### src/rtl/pwr_state_pkg.sv
package pwr_state_pkg;

   typedef enum logic [2:0] {
      PS_DS5 = 3'd0,
      PS_S5  = 3'd1,
      PS_S3  = 3'd2,
      PS_S0  = 3'd3
   } pstate_e;

   function automatic logic ps_is_off(input pstate_e s);
      return (s == PS_S5) || (s == PS_DS5);
   endfunction

endpackage

### src/rtl/psd_sync.sv
module psd_sync #(
   parameter int W      = 1,
   parameter int STAGES = 2
) (
   input  logic         clk,
   input  logic         rst_n,
   input  logic [W-1:0] d_i,
   output logic [W-1:0] q_o
);
   if (W < 1) begin : g_bad_w
      $error("psd_sync: W must be at least 1");
   end
   if (STAGES < 0) begin : g_bad_s
      $error("psd_sync: STAGES must not be negative");
   end

   if (STAGES == 0) begin : g_pass
      assign q_o = d_i;
   end else begin : g_chain
      logic [W-1:0] stg [STAGES];
      always_ff @(posedge clk or negedge rst_n) begin
         if (!rst_n) begin
            for (int i = 0; i < STAGES; i++) stg[i] <= '0;
         end else begin
            stg[0] <= d_i;
            for (int i = 1; i < STAGES; i++) stg[i] <= stg[i-1];
         end
      end
      assign q_o = stg[STAGES-1];
   end
endmodule

### src/rtl/psd_state_dec.sv
module psd_state_dec
   import pwr_state_pkg::*;
(
   input  logic    clk,
   input  logic    rst_n,
   input  logic    mem_n_i,
   input  logic    disk_n_i,
   input  logic    rsm_n_i,
   output pstate_e state_o,
   output logic    chg_o
);
   pstate_e next_s;

   always_comb begin
      if (mem_n_i)       next_s = PS_S0;
      else if (disk_n_i) next_s = PS_S3;
      else if (rsm_n_i)  next_s = PS_S5;
      else               next_s = PS_DS5;
   end

   always_ff @(posedge clk or negedge rst_n) begin
      if (!rst_n) begin
         state_o <= PS_DS5;
         chg_o   <= 1'b0;
      end else begin
         state_o <= next_s;
         chg_o   <= (next_s != state_o);
      end
   end


   mem_prio_chk: assert property (@(posedge clk) disable iff (!rst_n)
      mem_n_i |=> (state_o == PS_S0));

   disk_prio_chk: assert property (@(posedge clk) disable iff (!rst_n)
      (!mem_n_i && disk_n_i) |=> (state_o == PS_S3));

   chg_real_chk: assert property (@(posedge clk) disable iff (!rst_n)
      chg_o |-> (state_o != $past(state_o)));

   chg_quiet_chk: assert property (@(posedge clk) disable iff (!rst_n)
      (!chg_o && !$rose(rst_n)) |-> $stable(state_o));
endmodule

### src/rtl/psd_blink_timer.sv
module psd_blink_timer #(
   parameter int CLK_PER_MS = 32,
   parameter int BLINK_MS   = 1000,
   parameter int MS_W       = 32
) (
   input  logic clk,
   input  logic rst_n,
   input  logic blink_en_i,
   output logic blink_o
);
   localparam int PRE_W = (CLK_PER_MS > 1) ? $clog2(CLK_PER_MS) : 1;
   localparam logic [PRE_W-1:0] PRE_LAST = PRE_W'(CLK_PER_MS - 1);
   localparam logic [MS_W:0]    PERIOD   = (MS_W+1)'(BLINK_MS);

   if (CLK_PER_MS < 2) begin : g_bad_clk
      $error("psd_blink_timer: CLK_PER_MS must be at least 2");
   end
   if (BLINK_MS < 1 || BLINK_MS >= (2.0 ** MS_W)) begin : g_bad_blink
      $error("psd_blink_timer: BLINK_MS out of range for MS_W");
   end

   logic [PRE_W-1:0] pre_q;
   logic             ms_tick;
   logic [MS_W-1:0]  ms_now;
   logic [MS_W-1:0]  stamp_q;
   logic             wrapped;
   logic             elapsed;

   assign ms_tick = (pre_q == PRE_LAST);

   always_ff @(posedge clk or negedge rst_n) begin
      if (!rst_n) begin
         pre_q  <= '0;
         ms_now <= '0;
      end else if (ms_tick) begin
         pre_q  <= '0;
         ms_now <= ms_now + 1'b1;
      end else begin
         pre_q  <= pre_q + 1'b1;
      end
   end

   assign wrapped = (ms_now < stamp_q);
   assign elapsed = ({1'b0, ms_now} >= ({1'b0, stamp_q} + PERIOD));
   assign blink_o = blink_en_i && (wrapped || elapsed);

   always_ff @(posedge clk or negedge rst_n) begin
      if (!rst_n)       stamp_q <= '0;
      else if (blink_o) stamp_q <= ms_now;
   end


   ms_step_chk: assert property (@(posedge clk) disable iff (!rst_n)
      ms_tick |=> (ms_now == MS_W'($past(ms_now) + 1'b1)));

   blink_single_chk: assert property (@(posedge clk) disable iff (!rst_n)
      blink_o |=> !blink_o);

   stamp_hold_chk: assert property (@(posedge clk) disable iff (!rst_n)
      !$past(blink_o) |-> $stable(stamp_q));
endmodule

### src/rtl/psd_led_drv.sv
module psd_led_drv
   import pwr_state_pkg::*;
(
   input  logic    clk,
   input  logic    rst_n,
   input  pstate_e state_i,
   input  logic    ac_i,
   input  logic    batt_i,
   input  logic    zero_i,
   input  logic    blink_i,
   output logic    blink_en_o,
   output logic    pwr_o,
   output logic    acl_o,
   output logic    chg_o,
   output logic    full_o,
   output logic    rail_o
);
   logic off_s;
   assign off_s      = ps_is_off(state_i);
   assign blink_en_o = (state_i == PS_S3) || (off_s && !ac_i);

   always_ff @(posedge clk or negedge rst_n) begin
      if (!rst_n) begin
         pwr_o  <= 1'b0;
         acl_o  <= 1'b0;
         rail_o <= 1'b1;
      end else begin
         rail_o <= !(off_s && !ac_i);
         unique case (state_i)
            PS_S0: begin
               pwr_o <= 1'b1;
               acl_o <= 1'b0;
            end
            PS_S3: begin
               if (blink_i) pwr_o <= !pwr_o;
               acl_o <= 1'b0;
            end
            default: begin
               pwr_o <= 1'b0;
               if (ac_i)         acl_o <= 1'b1;
               else if (blink_i) acl_o <= !acl_o;
            end
         endcase
      end
   end

   always_ff @(posedge clk or negedge rst_n) begin
      if (!rst_n) begin
         chg_o  <= 1'b0;
         full_o <= 1'b0;
      end else if (!batt_i || !ac_i) begin
         chg_o  <= 1'b0;
         full_o <= 1'b0;
      end else begin
         chg_o  <= !zero_i;
         full_o <= zero_i;
      end
   end


   s0_led_chk: assert property (@(posedge clk) disable iff (!rst_n)
      (state_i == PS_S0) |=> (pwr_o && !acl_o));

   off_ac_led_chk: assert property (@(posedge clk) disable iff (!rst_n)
      (off_s && ac_i) |=> (acl_o && !pwr_o));

   rail_off_chk: assert property (@(posedge clk) disable iff (!rst_n)
      (off_s && !ac_i) |=> !rail_o);

   batt_dark_chk: assert property (@(posedge clk) disable iff (!rst_n)
      !ac_i |=> (!chg_o && !full_o));
endmodule

### src/rtl/pwr_state_led.sv
module pwr_state_led
   import pwr_state_pkg::*;
#(
   parameter int CLK_PER_MS  = 32,
   parameter int BLINK_MS    = 1000,
   parameter int MS_W        = 32,
   parameter int SYNC_STAGES = 2
) (
   input  logic       clk,
   input  logic       rst_n,
   input  logic       slp_mem_n,
   input  logic       slp_disk_n,
   input  logic       resume_rst_n,
   input  logic       ac_present,
   input  logic       batt_present,
   input  logic       chg_zero,
   output logic       led_pwr,
   output logic       led_ac,
   output logic       led_chg,
   output logic       led_full,
   output logic       aux_rail_en,
   output logic [2:0] state_code,
   output logic       state_chg
);
   localparam int NIN = 6;

   if (MS_W < 2 || MS_W > 48) begin : g_bad_msw
      $error("pwr_state_led: MS_W must be within 2..48");
   end

   logic [NIN-1:0] raw_in;
   logic [NIN-1:0] syn_in;
   pstate_e        st;
   logic           blink_en;
   logic           blink;

   assign raw_in = {slp_mem_n, slp_disk_n, resume_rst_n,
                    ac_present, batt_present, chg_zero};

   psd_sync #(.W(NIN), .STAGES(SYNC_STAGES)) u_sync (
      .clk   (clk),
      .rst_n (rst_n),
      .d_i   (raw_in),
      .q_o   (syn_in)
   );

   psd_state_dec u_dec (
      .clk      (clk),
      .rst_n    (rst_n),
      .mem_n_i  (syn_in[5]),
      .disk_n_i (syn_in[4]),
      .rsm_n_i  (syn_in[3]),
      .state_o  (st),
      .chg_o    (state_chg)
   );

   psd_blink_timer #(
      .CLK_PER_MS (CLK_PER_MS),
      .BLINK_MS   (BLINK_MS),
      .MS_W       (MS_W)
   ) u_tmr (
      .clk        (clk),
      .rst_n      (rst_n),
      .blink_en_i (blink_en),
      .blink_o    (blink)
   );

   psd_led_drv u_led (
      .clk        (clk),
      .rst_n      (rst_n),
      .state_i    (st),
      .ac_i       (syn_in[2]),
      .batt_i     (syn_in[1]),
      .zero_i     (syn_in[0]),
      .blink_i    (blink),
      .blink_en_o (blink_en),
      .pwr_o      (led_pwr),
      .acl_o      (led_ac),
      .chg_o      (led_chg),
      .full_o     (led_full),
      .rail_o     (aux_rail_en)
   );

   assign state_code = st;


   batt_excl_chk: assert property (@(posedge clk) disable iff (!rst_n)
      !(led_chg && led_full));

   code_legal_chk: assert property (@(posedge clk) disable iff (!rst_n)
      state_code <= 3'd3);
endmodule

### config.mk
export PLATFORM = sky130hd
export DESIGN_NAME = pwr_state_led
export DESIGN_NICKNAME = d
export VERILOG_FILES = /design/src/rtl/pwr_state_pkg.sv /design/src/rtl/psd_sync.sv /design/src/rtl/psd_state_dec.sv /design/src/rtl/psd_blink_timer.sv /design/src/rtl/psd_led_drv.sv /design/src/rtl/pwr_state_led.sv
export SDC_FILE = /design/constraint.sdc
export NUM_CORES = 1
export LEC_CHECK = 0
export CAP_MARGIN = 10
export CORE_MARGIN = 2
export CORE_UTILIZATION = 40
export CTS_CLUSTER_SIZE = 24
export DETAILED_ROUTE_END_ITERATION = 8
export SYNTH_ARGS = -nofsm -noshare
export SYNTH_HDL_FRONTEND = slang
export SYNTH_SLANG_ARGS = --single-unit
### constraint.sdc
create_clock -name clk -period 4.7 [get_ports clk]
set_clock_uncertainty 0.1 [all_clocks]
set_input_delay 0.705 -clock clk [delete_from_list [all_inputs] [get_ports clk]]
set_output_delay 0.705 -clock clk [all_outputs]
set_load 0.005 [all_outputs]
==> results of run 1 <==
-- sequential cells by signal (all words and copies together), names as in the netlist, 2 cells and up --
| signal | cells |
|---|---|
| u_dec.state_o | 2 |
| u_sync.g_chain.stg | 6 |
| u_sync.q_o | 6 |
| u_tmr.ms_now | 32 |
| u_tmr.pre_q | 5 |
| u_tmr.stamp_q | 32 |
-- report_power, final --
part / internal, mW / switching (mW) / total (mW)
Sequential: 0.776 / 0.00539 / 0.781
Combinational: 0.0162 / 0.0213 / 0.0376
Clock: 0.415 / 0.299 / 0.713
-- cells in the mapped netlist (2+ instances only) --
master	count
nor4_1	3
o21a_1	2
mux2_4	28
xnor2_1	49
buf_12	3
nand2_1	35
and3_1	9
ha_1	65
nor2_1	29
nand3b_1	2
a31oi_1	3
nand4_1	20
a21o_1	5
a21oi_1	25
xor2_1	15
o21ai_0	10
nor3_1	5
and4_1	5
or2_2	2
a21boi_0	2
inv_1	40
nand2b_1	3
dfrtp_1	88
nand3_1	20
mux2_2	3
a221oi_1	2
mux2i_1	2
-- metal layers --
metal / vias to the layer above / GRT usage, % / part of all wire, %
met5: - / 0 / 0
met4: 0 / 5.45 / 1.0
met3: 9 / 3.16 / 2.3
met2: 35 / 27.0 / 48
met1: 1782 / 22.6 / 49
li1: 1794 / - / -
-- what timing repair did --
action                                  CTS  global route
resized for setup                         0             1
buffers inserted                          0             0
endpoints found under the setup margin    0            30
-- kinds of logic (layout without fill, tap and decap cells) --
group,Yosys count,in the layout,synth area share [%]
simple gates,141,141,13.5
flops,89,89,40.9
mux,33,33,8.71
fa+ha+maj,65,65,14.9
xor+xnor,64,64,10.3
other cells,1,1,0.0689
compound gates,60,60,7.38
buf+inv,46,74,4.14
-- layout make-up --
cell class,count,area (um^2)
multi-input cells,364,3000
well taps,176,220
flip-flops and latches,89,2230
clock buffers,12,236
fillers,1273,7180
repair buffers,17,175
inverters,41,154
clock inverters,4,55.1
-- final timing paths --
path / start / slack, ps / to
min: u_sync.g_chain.stg[11] / 250 / u_sync.q_o[5]
max reg2reg: u_tmr.stamp_q[6] / 280 / u_tmr.stamp_q[18]
min in group asynchronous: rst_n / 270 / u_tmr.stamp_q[10]
max: u_tmr.stamp_q[6] / 280 / u_tmr.stamp_q[18]
max in group asynchronous: rst_n / 3250 / u_led.rail_o
min reg2reg: u_sync.g_chain.stg[11] / 250 / u_sync.q_o[5]
-- per-stage QoR --
step,std cells,hold slack (ps)
floorplan,499,231
global placement,687,235
detailed placement,687,236
CTS,703,254
global route,703,255
finish,703,251
==> impl_metrics.yaml, run 1 <==
status:
  status: "finished clean"
synthesis:
  ys_top_cells_by_area: "dfrtp_1 (40%), ha_1 (15%), xnor2_1 (7.9%), mux2_4 (7.7%), inv_1 (2.8%)"
  synth_ff_type: "dfrtp_1"
  synth_top_area_share_pct: 40.5
  syn_nets: 572
  async_flop_share_pct: 100
  avgSynthCellArea_um2: 10.9
  synth_edf_count: 0
  ys_types: 51
  synth-seq-cells: 89
  yosysSeqAreaShare_pct: 40.9
  postSynthCellCount: 499
  synth_top_cell_by_area: "dfrtp_1"
  synthesis.area_um2: 5440
  ys_warn_count: 0
clocking:
  htreeDepth: 3
  cts_made_buffers: 9
  cts.clk_slew.worst_paths_ps: 70
  insertion_delay_ps: 340
  root_buffer: "clkbuf_16"
  cts_buffer_depth: 2
  clock-sinks: 89
  cts_tree: "done"
  ctsHoldBuffers: 0
floorplanning:
  dieHeight_um: 121
  dieWidth_um: 121
  core_um2: 13200
  boundaryPins: 17
  rows: 42
  die-area_um2: 14600
  start_util_pct: 41.1
final_layout:
  final_common_cell: "dfrtp_1"
  design_area_um2: 6070
  antenna_cells: 0
  mostFrequentLayoutCells: "dfrtp_1 (88), ha_1 (65), xnor2_1 (49), inv_1 (40), nand2_1 (35)"
  area_delta_synth_final_pct: 11.4
  final_core_util_pct: 45.8
  drive_above_1_share_pct: 11.4
  nets: 595
timing:
  relSlewSlack_pct: 53.4
  fmax_mhz: 226
  fin_ws_ps: 277
  fin_tns_setup_ps: 0
  worst_pin_slew_ps: 697
  setup_viol: 0
  rsz0062_at_grt: "no"
  period_share_pct: 94.1
  drv_slew: 0
  min_period_ps: 4420
  hold_viol_final: 0
grt:
  antenna_found_initial: 0
  gr-usage-all-layers_pct: 16.7
  grt_pass1_wl_mm: 19.3
  grt_pass1_vias: 3934
  grt_max_degree: 47
  gr-total-overflow: 0
worst_setup_path:
  crit_top_cell: "nor2_1"
  critPathTopFamily: "compound AO/OA/AOI/OAI gates"
  r2r_cells: 16
  endpoint_kind: "register"
  critPathArrivalTime_ps: 4550
  crit_buf_inv: 2
  cpPeakStageDelay_ps: 490
  crit_chain: "or3_1 -> or4_1 -> nand2_1 -> nor2_1 -> inv_1 -> nor2_1 -> xnor2_1 -> ha_1 -> a21o_1 -> a221o_1 -> a31o_2 -> o31ai_2 -> o21ai_4 -> o211ai_4 -> buf_12 -> mux2_2"
  critPathLaunchType: "register"
  cp.required_ps: 4830
  critPathKind: "register to register"
  cp_max_fo: 32
  critPathSlowestCell: "or4_1"
  path_depth: 16
worst_hold_path:
  hold_path_depth: 0
  hold_path.class: "register to register"
power_and_ir_drop:
  power-per-cell-area_nw_per_um2: 253
  p_leak_nw: 2.91
  ir_drop_uv: 267
  power.total_mw: 1.53
drt:
  drc: 0
  avgViaCountPerCell: 5.15
  num_vias: 3620
  wire_per_inst_um: 15.4
  firstDrtPassIters: 4
  routed_wl_mm: 10.8
  route.antenna.remaining_nets: 0
  first_iter_violations: 138
placement:
  pre_cts_ws_ps: 288
  post_dp_cell_area_um2: 5770
  io_buffer_count: 15
  dp_hpwl_mm: 8.03
  gp_congestion: 0.822
flow_run:
  cap_violations: 0
Power figures use the tool's default switching activity.
==> run 2: changes to the inputs <==
Settings changed: MAX_ROUTING_LAYER set to met4.
Clock period 4.7 ns to 5.1 ns, I/O delays scaled along.
==> run 2 against run 1 <==
Sequential power fell by 7.8%. Combinational power shrank 8.8%. First-iteration DRC count is 73% higher. Clock power is 5.0% lower. Flip-flop and latch count unchanged. Critical path depth shrank 1. Largest power group unchanged. Core utilization is essentially flat. Count of clock-buffer cells in the layout stayed put. Design area hardly changed. Via count shrank 0.11%.
==> impl_metrics.yaml, run 2 (synthesized netlist as in run 1, its figures left out) <==
status:
  status: "finished clean"
power_and_ir_drop:
  p_clk_share_pct: 47.3
  switching_power_mw: 0.306
  p_leak_nw: 2.91
  power_frac_comb_pct: 2.4
  power.total_mw: 1.43
  p_int_mw: 1.13
  power-per-cell-area_nw_per_um2: 236
  sw_frac_of_total_pct: 21.4
  power.share.sequential_pct: 50.3
  ir_drop_uv: 181
final_layout:
  reg_top3: "u_tmr.ms_now (32), u_tmr.stamp_q (32)"
  area_delta_synth_final_pct: 11.4
  final_core_util_pct: 45.8
  final_common_cell: "dfrtp_1"
  nets: 596
  design_area_um2: 6060
  drive_above_1_share_pct: 11.6
  mostFrequentLayoutCells: "dfrtp_1 (88), ha_1 (65), xnor2_1 (49), inv_1 (40), nand2_1 (35)"
  antenna_cells: 0
clocking:
  htreeDepth: 3
  post_cts_resized: 0
  clock-sinks: 89
  cts.clk_slew.worst_paths_ps: 70
  cts_tree: "done"
  postCtsSetupBuffers: 0
  insertion_delay_ps: 350
  cts_made_buffers: 9
  root_buffer: "clkbuf_16"
  ctsHoldBuffers: 0
  cts_buffer_depth: 2
timing:
  fmax_mhz: 209
  setup_viol: 0
  worst_pin_slew_ps: 1020
  fin_ws_ps: 323
  drv_slew: 0
  rsz0062_at_grt: "no"
  hold_viol_final: 0
  period_share_pct: 93.7
  fin_tns_setup_ps: 0
  min_period_ps: 4780
  relSlewSlack_pct: 32.1
drt:
  drc: 0
  first_iter_violations: 239
  wire_per_inst_um: 15.2
  route.antenna.remaining_nets: 0
  routed_wl_mm: 10.7
  firstDrtPassIters: 5
  avgViaCountPerCell: 5.14
  num_vias: 3616
worst_setup_path:
  endpoint_kind: "register"
  r2r_setup_slack_ps: 320
  crit_buf_inv: 1
  cp-startpoint: "u_tmr.stamp_q[6]"
  crit_top_cell: "and3_1"
  critPathArrivalTime_ps: 4910
  timing.rr.end: "u_tmr.stamp_q[1]"
  critPathLaunchType: "register"
  r2r_cells: 15
  critPathSlowestCell: "nor4_1"
  worstReg2RegStart: "u_tmr.stamp_q[6]"
  cp.required_ps: 5230
  cpPeakStageDelay_ps: 600
  crit_chain: "or3_1 -> a2111o_1 -> and3_1 -> and3_1 -> xnor2_1 -> ha_1 -> nand4_1 -> nor4_1 -> o21ai_0 -> a31oi_1 -> o31ai_2 -> o21ai_4 -> o211ai_4 -> buf_4 -> mux2_4"
  critPathTopFamily: "simple AND/OR/NAND/NOR gates"
  critPathKind: "register to register"
  cp_max_fo: 15
floorplanning:
  boundaryPins: 17
  dieWidth_um: 121
  rows: 42
  dieHeight_um: 121
  core_um2: 13200
  die-area_um2: 14600
  start_util_pct: 41.1
grt:
  grt_pass1_vias: 3746
  gr-total-overflow: 0
  grt_max_degree: 81
  gr-usage-all-layers_pct: 16.7
  grt_pass1_wl_mm: 18.6
  antenna_found_initial: 0
worst_hold_path:
  hold_path.class: "primary input to asynchronous set/reset pin"
placement:
  gp_congestion: 0.867
  dp_hpwl_mm: 7.83
  io_buffer_count: 15
  post_dp_cell_area_um2: 5760
  pre_cts_ws_ps: 372
flow_run:
  cap_violations: 0
run 2: area by class of cell:
type,instances,area [um^2]
Inverter,41,154
Timing Repair Buffer,18,170
Sequential cell,89,2230
Clock inverter,4,55.1
Fill cell,1234,7180
Clock buffer,12,246
Tap cell,176,220
Multi-Input combinational cell,364,2990
run 2: power by group through the flow:
stage | clock (mW) | combinational, mW | sequential [mW]
finish | 0.677 | 0.0343 | 0.720
CTS | 0.694 | 0.0362 | 0.720
detailed placement | 0 | 0.0358 | 0.733
global placement | 0 | 0.0358 | 0.733
global route | 0.726 | 0.0396 | 0.721
floorplan | 0 | 0.00683 | 0.732
run 2: through the flow:
step                hold slack, ps  std cells
floorplan                      231        499
global placement               232        688
detailed placement             239        688
CTS                            127        704
global route                   137        704
finish                         133        704
run 2: how the worst max path moves through the flow:
stage / end / slack (ps) / cells after the start
3_3_place_gp: u_tmr.stamp_q[6] / 340 / 15
3_5_place_dp: u_tmr.stamp_q[2] / 370 / 15
4_1_cts: u_tmr.stamp_q[2] / 360 / 15
6_report: u_tmr.stamp_q[1] / 320 / 15
2_1_floorplan: u_tmr.stamp_q[0] / 1090 / 15
5_1_grt: u_tmr.stamp_q[1] / 90 / 15
run 2: worst reg2reg max path, stage by stage, from the launching register on:
cell	delay, ps
dfrtp_1	430
or3_1	440
a2111o_1	480
and3_1	240
and3_1	190
xnor2_1	120
ha_1	300
nand4_1	140
nor4_1	600
o21ai_0	180
a31oi_1	300
o31ai_2	120
o21ai_4	110
o211ai_4	290
buf_4	330
mux2_4	310
run 2: per-layer routing:
metal	track usage [%]	up-vias	wire length (um)
met3	2.97	17	309
met2	24.7	50	4800
li1	-	1811	-
met4	6.32	0	227
met1	23.0	1738	5370
met5	-	-	0
==> run 3: changes to the inputs <==
Settings changed: SLEW_MARGIN set to 20, TNS_END_PERCENT set to 100.
Clock period 5.1 ns to 4.05 ns, I/O delays scaled along.
==> run 3 against run 2 <==
The flow now finishes with violations (setup timing). Sequential share of layout area fell by 3.3 points. Setup slack worse by 370 ps. Clock power is 20% higher.
==> impl_metrics.yaml, run 3 (synthesized netlist as in run 1, its figures left out) <==
timing:
  worst_pin_slew_ps: 938
  relSlewSlack_pct: 37.5
  fmax_mhz: 244
  rsz0062_at_grt: "yes"
  hold_viol_final: 0
  fin_ws_ps: -47.3
  setup_viol: 25
  period_share_pct: 101
  min_period_ps: 4100
  drv_slew: 0
placement:
  post-place-cells: 713
  io_buffer_count: 15
  dp_hpwl_mm: 8.17
  gp_congestion: 0.873
clocking:
  htreeDepth: 3
  insertion_delay_ps: 350
  cts_buffer_depth: 2
  cts.clk_slew.worst_paths_ps: 70
  cts_tree: "done"
  root_buffer: "clkbuf_16"
  ctsHoldBuffers: 0
  clock-sinks: 89
  cts_made_buffers: 9
worst_setup_path:
  endpoint: "u_tmr.stamp_q[29]"
  r2r_setup_slack_ps: -50
  cp-startpoint: "u_tmr.stamp_q[6]"
  worstReg2RegStart: "u_tmr.stamp_q[6]"
  critPathArrivalTime_ps: 4240
  critPathLaunchType: "register"
  timing.rr.end: "u_tmr.stamp_q[29]"
  critPathKind: "register to register"
  endpoint_kind: "register"
  cp_max_fo: 4
  cp.required_ps: 4190
  r2r_cells: 18
drt:
  firstDrtPassIters: 4
  num_vias: 3912
  routed_wl_mm: 11.9
  route.antenna.remaining_nets: 0
  first_iter_violations: 156
  wire_per_inst_um: 15.9
  drc: 0
  avgViaCountPerCell: 5.23
grt:
  antenna_found_initial: 0
  gr-total-overflow: 0
  grt_pass1_wl_mm: 19.7
  grt_pass1_vias: 3968
  grt_max_degree: 74
  gr-usage-all-layers_pct: 17.7
power_and_ir_drop:
  p_int_mw: 1.34
  power.share.sequential_pct: 51.5
  p_leak_nw: 3.23
  p_clk_share_pct: 46.1
  power.total_mw: 1.76
  sw_frac_of_total_pct: 23.6
  ir_drop_uv: 304
  switching_power_mw: 0.416
  power_frac_comb_pct: 2.5
  power-per-cell-area_nw_per_um2: 264
final_layout:
  finalNonFillerCells: 748
  final_common_cell: "dfrtp_1"
  final.fill_count: 1205
  reg_top3: "u_tmr.ms_now (32), u_tmr.stamp_q (32)"
  mostFrequentLayoutCells: "dfrtp_1 (88), ha_1 (65), xnor2_1 (48), inv_1 (39), buf_4 (36)"
  area_delta_synth_final_pct: 22.4
  nets: 640
  antenna_cells: 0
  drive_above_1_share_pct: 21.9
worst_hold_path:
  hold_path.class: "register to register"
status:
  status: "finished, violations left"
  violations: "setup timing"
floorplanning:
  dieHeight_um: 121
  boundaryPins: 17
  die-area_um2: 14600
  core_um2: 13200
  rows: 42
  dieWidth_um: 121
  start_util_pct: 41.1
flow_run:
  cap_violations: 0
## run 3: changes by cell type in the layout (fill, tap and decap cells not counted), sizes merged
cell      before  now
clkbuf        12   11
bufinv         1    0
inv           41   44
clkinvlp       1    2
buf            4   47
clkinv         2    1
## run 3: layout make-up
class	instances	area (um^2)	share of cell area (%)
Multi-Input combinational cell	364	3150	47.2
Sequential cell	89	2230	33.4
Timing Repair Buffer	62	634	9.52
Clock buffer	10	229	3.44
Tap cell	176	220	3.30
Inverter	41	154	2.31
Clock inverter	6	52.6	0.789
## run 3: power groups by stage
| stage | registers, mW | logic (mW) | clock network, mW |
|---|---|---|---|
| floorplan | 0.922 | 0.00861 | 0 |
| global placement | 0.923 | 0.0452 | 0 |
| detailed placement | 0.923 | 0.0456 | 0 |
| CTS | 0.906 | 0.0459 | 0.830 |
| global route | 0.906 | 0.0498 | 0.865 |
| finish | 0.906 | 0.0434 | 0.811 |
## run 3: metrics by stage
| step | utilization (%) | area (um^2) | worst slack, ps | hold WS [ps] | setup TNS (ps) |
|---|---|---|---|---|---|
| 2_1_floorplan | - | 5440 | 35.5 | 212 | 0 |
| 3_3_place_gp | 45.0 | 5960 | -70.5 | 232 | -1090 |
| 3_5_place_dp | 45.0 | 5960 | -134 | 236 | -2790 |
| 4_1_cts | 49.5 | 6550 | -18.0 | 252 | -70.0 |
| 5_1_grt | 50.3 | 6660 | -140 | 261 | -3500 |
| 6_report | 50.3 | 6660 | -47.3 | 254 | -695 |
## run 3: per-layer routing
metal / part of all wire [%] / wire, um / vias up / track usage (%)
met5: 0 / 0 / - / -
met4: 1.8 / 209 / 0 / 5.60
met3: 3.3 / 397 / 16 / 3.73
met2: 45 / 5370 / 51 / 26.4
met1: 50 / 5920 / 1948 / 24.3
li1: - / - / 1897 / -
## run 3: worst max-delay path, stage by stage (launching register included)
cell       delay, ps
dfrtp_1          390
or3_4            400
or4_4            450
nand2_4          100
nor2_4            40
inv_2             80
buf_6            110
nor2_4            40
xnor2_2          130
ha_1             310
a21o_1           160
a221o_1          360
a31o_4           260
o31ai_4          200
o21ai_4          100
o211ai_4         150
buf_6            170
clkbuf_16        140
mux2_4           290
## run 3: how the worst min path moves through the flow
stage | to | slack (ps) | start | cells after the start
2_1_floorplan | u_dec.chg_o | 210 | rst_n | 0
3_3_place_gp | u_sync.q_o[3] | 230 | u_sync.g_chain.stg[9] | 0
3_5_place_dp | u_sync.q_o[5] | 240 | u_sync.g_chain.stg[11] | 0
4_1_cts | u_sync.q_o[5] | 250 | u_sync.g_chain.stg[11] | 0
5_1_grt | u_sync.q_o[3] | 260 | u_sync.g_chain.stg[9] | 0
6_report | u_sync.q_o[5] | 250 | u_sync.g_chain.stg[11] | 0
## run 3: repair_timing
action                                  in CTS  in global routing
setup buffers                               11                  7
gates cloned                                 3                  1
resized for setup                           32                 12
endpoints found under the setup margin      30                 32
pin swaps                                   14                  4
hold endpoints to repair                     0                  0
